<file path="config.mk">
export PLATFORM = sky130hd
export DESIGN_NAME = ecc_dir_codec
export DESIGN_NICKNAME = d
export VERILOG_FILES = /design/src/rtl/ecc_dir_codec.sv
export SDC_FILE = /design/constraint.sdc
export NUM_CORES = 1
export LEC_CHECK = 0
export ABC_AREA = 1
export CORE_AREA = 3 3 333 335
export CTS_BUF_LIST = sky130_fd_sc_hd__clkbuf_8
export CTS_CLUSTER_SIZE = 30
export DETAILED_ROUTE_END_ITERATION = 6
export DIE_AREA = 0 0 336 338
export SLEW_MARGIN = 30
export SYNTH_ARGS = -nofsm -noshare
export SYNTH_HDL_FRONTEND = slang
export SYNTH_SLANG_ARGS = --single-unit
</file>
<file path="constraint.sdc">
create_clock -name clk -period 5.65 [get_ports clk]
set_input_delay 1.695 -clock clk [delete_from_list [all_inputs] [get_ports clk]]
set_output_delay 1.695 -clock clk [all_outputs]
set_load 0.02 [all_outputs]
</file>
<file path="src/rtl/ecc_dir_codec.sv">
module ecc_dir_codec #(
  parameter int HALF_W = 128,
  parameter int DIR_W  = 14
) (
  input  logic                            clk,
  input  logic                            rst_n,
  input  logic [2*HALF_W-1:0]             enc_data,
  input  logic [DIR_W-1:0]                enc_dir,
  output logic [2*(hbits(HALF_W+DIR_W)+1)+DIR_W-1:0] enc_chk,
  input  logic                            dec_en,
  input  logic [2*HALF_W-1:0]             dec_data,
  input  logic [2*(hbits(HALF_W+DIR_W)+1)+DIR_W-1:0] dec_chk,
  output logic                            out_vld,
  output logic [2*HALF_W-1:0]             out_data,
  output logic [DIR_W-1:0]                out_dir,
  output logic                            out_ce,
  output logic                            out_ue
);

  function automatic int hbits(input int k);
    int r;
    r = 1;
    while ((1 << r) < k + r + 1) r++;
    return r;
  endfunction

  localparam int DATA_W  = 2 * HALF_W;
  localparam int EXT_W   = HALF_W + DIR_W;
  localparam int HB      = hbits(EXT_W);
  localparam int CHK_W   = HB + 1;
  localparam int STORE_W = 2 * CHK_W + DIR_W;

  function automatic logic [HB-1:0] hsyn(input logic [EXT_W-1:0] d);
    logic [HB-1:0] s;
    int p;
    s = '0;
    p = 2;
    for (int i = 0; i < EXT_W; i++) begin
      p = p + 1;
      if ((p & (p - 1)) == 0) p = p + 1;
      if (d[i]) s = s ^ HB'(p);
    end
    return s;
  endfunction

  function automatic logic [CHK_W-1:0] henc(input logic [EXT_W-1:0] d);
    logic [HB-1:0] h;
    h = hsyn(d);
    return {(^d) ^ (^h), h};
  endfunction

  assign enc_chk = {enc_dir,
                    henc({enc_dir, enc_data[DATA_W-1:HALF_W]}),
                    henc({{DIR_W{1'b0}}, enc_data[HALF_W-1:0]})};

  for (genvar h = 0; h < 2; h++) begin : g_half
    localparam int LIM = (h == 0) ? HALF_W : EXT_W;
    logic [LIM-1:0]   rx, fx;
    logic [CHK_W-1:0] rc;
    logic [HB-1:0]    syn;
    logic             ovr, c, u;

    if (h == 0) begin : g_lo
      assign rx = dec_data[HALF_W-1:0];
    end else begin : g_hi
      assign rx = {dec_chk[STORE_W-1 -: DIR_W], dec_data[DATA_W-1:HALF_W]};
    end

    assign rc  = dec_chk[h*CHK_W +: CHK_W];
    assign syn = hsyn(EXT_W'(rx)) ^ rc[HB-1:0];
    assign ovr = (^rx) ^ (^rc);

    always_comb begin
      int p;
      fx = rx;
      c  = 1'b0;
      u  = 1'b0;
      p  = 2;
      if (ovr) begin
        if (syn == '0 || (syn & (syn - 1'b1)) == '0) begin
          c = 1'b1;
        end else begin
          u = 1'b1;
          for (int i = 0; i < LIM; i++) begin
            p = p + 1;
            if ((p & (p - 1)) == 0) p = p + 1;
            if (HB'(p) == syn) begin
              fx[i] = ~rx[i];
              u = 1'b0;
              c = 1'b1;
            end
          end
        end
      end else if (syn != '0) begin
        u = 1'b1;
      end
    end
  end

  logic             any_ce, any_ue;
  logic [HALF_W-1:0] fix_lo;
  logic [EXT_W-1:0]  fix_hi;

  assign fix_lo = g_half[0].fx;
  assign fix_hi = g_half[1].fx;
  assign any_ce = g_half[0].c | g_half[1].c;
  assign any_ue = g_half[0].u | g_half[1].u;

  always_ff @(posedge clk or negedge rst_n) begin
    if (!rst_n) begin
      out_vld  <= 1'b0;
      out_ce   <= 1'b0;
      out_ue   <= 1'b0;
      out_data <= '0;
      out_dir  <= '0;
    end else begin
      out_vld <= dec_en;
      out_ce  <= dec_en & any_ce;
      out_ue  <= dec_en & any_ue;
      if (dec_en) begin
        if (any_ue) begin
          out_data <= dec_data;
          out_dir  <= dec_chk[STORE_W-1 -: DIR_W];
        end else begin
          out_data <= {fix_hi[HALF_W-1:0], fix_lo};
          out_dir  <= fix_hi[EXT_W-1:HALF_W];
        end
      end
    end
  end

endmodule

</file>
==> impl_metrics.env <==
export IMPL_place_hpwl_mm=160
export IMPL_place_ws_ns=-1.48
export IMPL_clk_latency_ns=0.73
export IMPL_core_area_sq_um=108000
export IMPL_drc=6
export IMPL_arrival_ns=4.45
export IMPL_path_cells="dlygate4sd2_1 > xnor2_2 > xnor2_4 > xnor2_4 > xnor2_2 > xnor2_1 > xor2_1 > xnor2_1 > xor2_1 > xor2_1 > xor2_2 > xor2_4 > buf_6"
export IMPL_synth_seq_cells=273
export IMPL_hold_class="flop to flop"
export IMPL_grt_usage=0.321
export IMPL_hold_viol=0
export IMPL_slew_headroom=0.393
export IMPL_grt_max_degree=140
export IMPL_drtAntennaViolNets=0
export IMPL_critPathMostFrequentCell="xor2_1"
export IMPL_multi_input_area_sq_um=28500
export IMPL_wl_per_cell_um=20.8
export IMPL_fillers=10500
export IMPL_dp_cells=9017
export IMPL_die_area_sq_um=114000
export IMPL_cp_max_fo=2
export IMPL_ios=866
export IMPL_yosys_warnings=0
export IMPL_pwr_density_cell_nw_per_um2=473
export IMPL_ys_async_sr_fraction=1.00
export IMPL_drt_iter0_drc=3161
export IMPL_synth_edff_count=0
export IMPL_via_count=44200
export IMPL_clockRootBuffer="clkbuf_8"
export IMPL_syn_num_nets=6145
export IMPL_outcome="finished with violations"
export IMPL_cts_sinks=273
export IMPL_vdd_drop_max_uv=1330
export IMPL_worst_slack_ns=-0.498
export IMPL_seq_area_frac_synth=0.201
export IMPL_wirelength_mm=192
export IMPL_critPathRequiredTime_ns=3.95
export IMPL_rows=121
export IMPL_crit_type="input port to output port"
export IMPL_seq_area_sq_um=6830
export IMPL_maxCapViolations=0
export IMPL_start_util=0.314
export IMPL_syn_area_sq_um=34000
export IMPL_die_h_um=338
export IMPL_grt_overflow=0
export IMPL_power_leakage_nw=31.4
export IMPL_report_final_setup_viol=6
export IMPL_syn_inst=5584
export IMPL_ctsLongestPathBuffers=3
export IMPL_reg2reg_depth=2
export IMPL_grt_pass1_wl_mm=270
export IMPL_areaGrowthSynthToFinish_pct=77.4
export IMPL_first_pass_iters=7
export IMPL_slowest_delay_ns=0.31
export IMPL_worst_pin_slew_ns=0.911
export IMPL_rsz0062_at_grt="yes"
export IMPL_min_path_cells=2
export IMPL_clkTransAtPathRegs_ns=0.06
export IMPL_final_layout_size_suffix_gt1_frac=0.300
export IMPL_ys_flop_type="dfrtp_1"
export IMPL_finClkSkew_ns=0
export IMPL_gp_congestion=1.03
export IMPL_slowest_stage="dlygate4sd2_1"
export IMPL_synthDistinctLibCells=37
export IMPL_layout_commonest_cell="nand2_1"
export IMPL_final_cell_mix="2063 x nand2_1, 1355 x buf_4, 495 x clkdlybuf4s50_1"
export IMPL_io_buffers=865
export IMPL_fin_nets=8333
export IMPL_fp_dieW_um=336
export IMPL_final_cells=9249
export IMPL_violations="design-rule violations, negative setup slack"
export IMPL_cts_max_level=2
export IMPL_finalCritPeriodShare=1.09
export IMPL_cts_tree="yes"
export IMPL_cts_made_buffers=54
export IMPL_antenna_found_initial=33
export IMPL_fmax_mhz=163
export IMPL_end_kind="output port"
export IMPL_grt_pass1_vias=42400
export IMPL_via_per_inst=4.77
export IMPL_syn_area_per_cell_sq_um=6.10
export IMPL_min_period_ns=6.15
export IMPL_startpoint_type="input port"
export IMPL_maxSlewViolCount=0
-- layer usage --
layer / vias to the layer above / part of all wire / GRT usage
li1: 21600 / - / -
met1: 20600 / 0.41 / 0.405
met2: 1592 / 0.47 / 0.547
met3: 351 / 0.070 / 0.0576
met4: 8 / 0.043 / 0.118
met5: - / 0.00020 / 0
-- metrics by stage --
stage	instance area, sq um	hold WS, ns	total power, mW	setup TNS, ns	utilization
2_1_floorplan	34300	0.591	13.3	-0.139	-
6_report	60400	0.476	28.6	-1.13	0.557
5_1_grt	60400	0.501	29.9	-2.79	0.557
4_1_cts	57700	0.481	26.6	-1.00	0.532
3_5_place_dp	54500	0.466	22.3	-252.97	0.502
3_3_place_gp	54500	0.461	22.3	-235.55	0.502
-- final cells by class --
cell class	count	share of cell area
clock inverters	30	0.00419
repair buffers	2320	0.335
diodes	23	0.000953
well taps	1414	0.0293
flip-flops and latches	273	0.113
multi-input cells	4649	0.472
inverters	474	0.0300
clock buffers	66	0.0150
-- state kept, by name, summed over array words and instances (netlist names) --
signal and count:
out_ce 1, out_data 256, out_dir 14, out_ue 1, out_vld 1
-- final timing paths --
check | startpoint | to | slack, ns
worst max-delay path | enc_data[158] | enc_chk[17] | -0.50
worst min register to register | out_dir[2] | out_dir[2] | 0.48
min in group asynchronous | rst_n | out_data[207] | 0.92
max in group asynchronous | rst_n | out_data[120] | 3.53
worst max register to register | out_data[127] | out_data[127] | 4.88
worst min-delay path | out_dir[2] | out_dir[2] | 0.48
-- logic make-up (layout without fill, tap and decap cells) --
logic type,Yosys count,count (layout),synth area share
other,0,23,0
xor gates and xnor gates,1048,1048,0.271
buffers and inverters,662,2890,0.0791
DFF,273,273,0.201
and+or+nand+nor,3178,3178,0.384
AOI/OAI and AO/OA,423,423,0.0651
-- cell usage after synthesis (3+ instances only) --
library cell     n  share of area
nand3b_1        39         0.0086
clkbuf_2         8         0.0012
xor2_1         427           0.11
a21oi_1        190          0.028
o21ai_0         68          0.010
buf_6            3        0.00099
nor2_4          14         0.0046
nand3_2          3        0.00088
xnor2_2          3         0.0014
nor2_1         373          0.041
buf_1            8        0.00088
inv_1          430          0.047
a31o_2          13         0.0033
buf_2           58         0.0085
buf_4           27         0.0060
clkbuf_1        84         0.0093
nand3_1        452          0.066
dfrtp_1        273           0.20
nor2_2          20         0.0037
o21bai_1        17         0.0037
nor3_1          20         0.0029
o21ai_1        132          0.019
nand3_4          3         0.0015
nand2_2         15         0.0028
or2_2            5        0.00092
or2_1            4        0.00073
inv_2           44         0.0049
nand2b_1         4        0.00073
xnor2_1        615           0.16
nand2_1       2182           0.24
nand4_1         42         0.0077
-- repair_timing --
action | in CTS | in global routing
gates cloned | 1 | 3
setup buffers | 60 | 65
hold buffers | 0 | 0
endpoints found under the setup margin | 255 | 286
pin swaps | 348 | 363
resized for setup | 727 | 678
-- worst max-delay path, delay by kind of cell --
family                    cells  cell delay (ns)
buffers and inverters         2             0.45
xor gates and xnor gates     11             2.29
-- report_power, final --
part           internal [mW]  switching, mW  total [mW]
registers               2.14          0.124        2.27
logic                   10.5           13.5        24.0
clock network           1.20           1.08        2.28
Power figures use the tool's default switching activity.
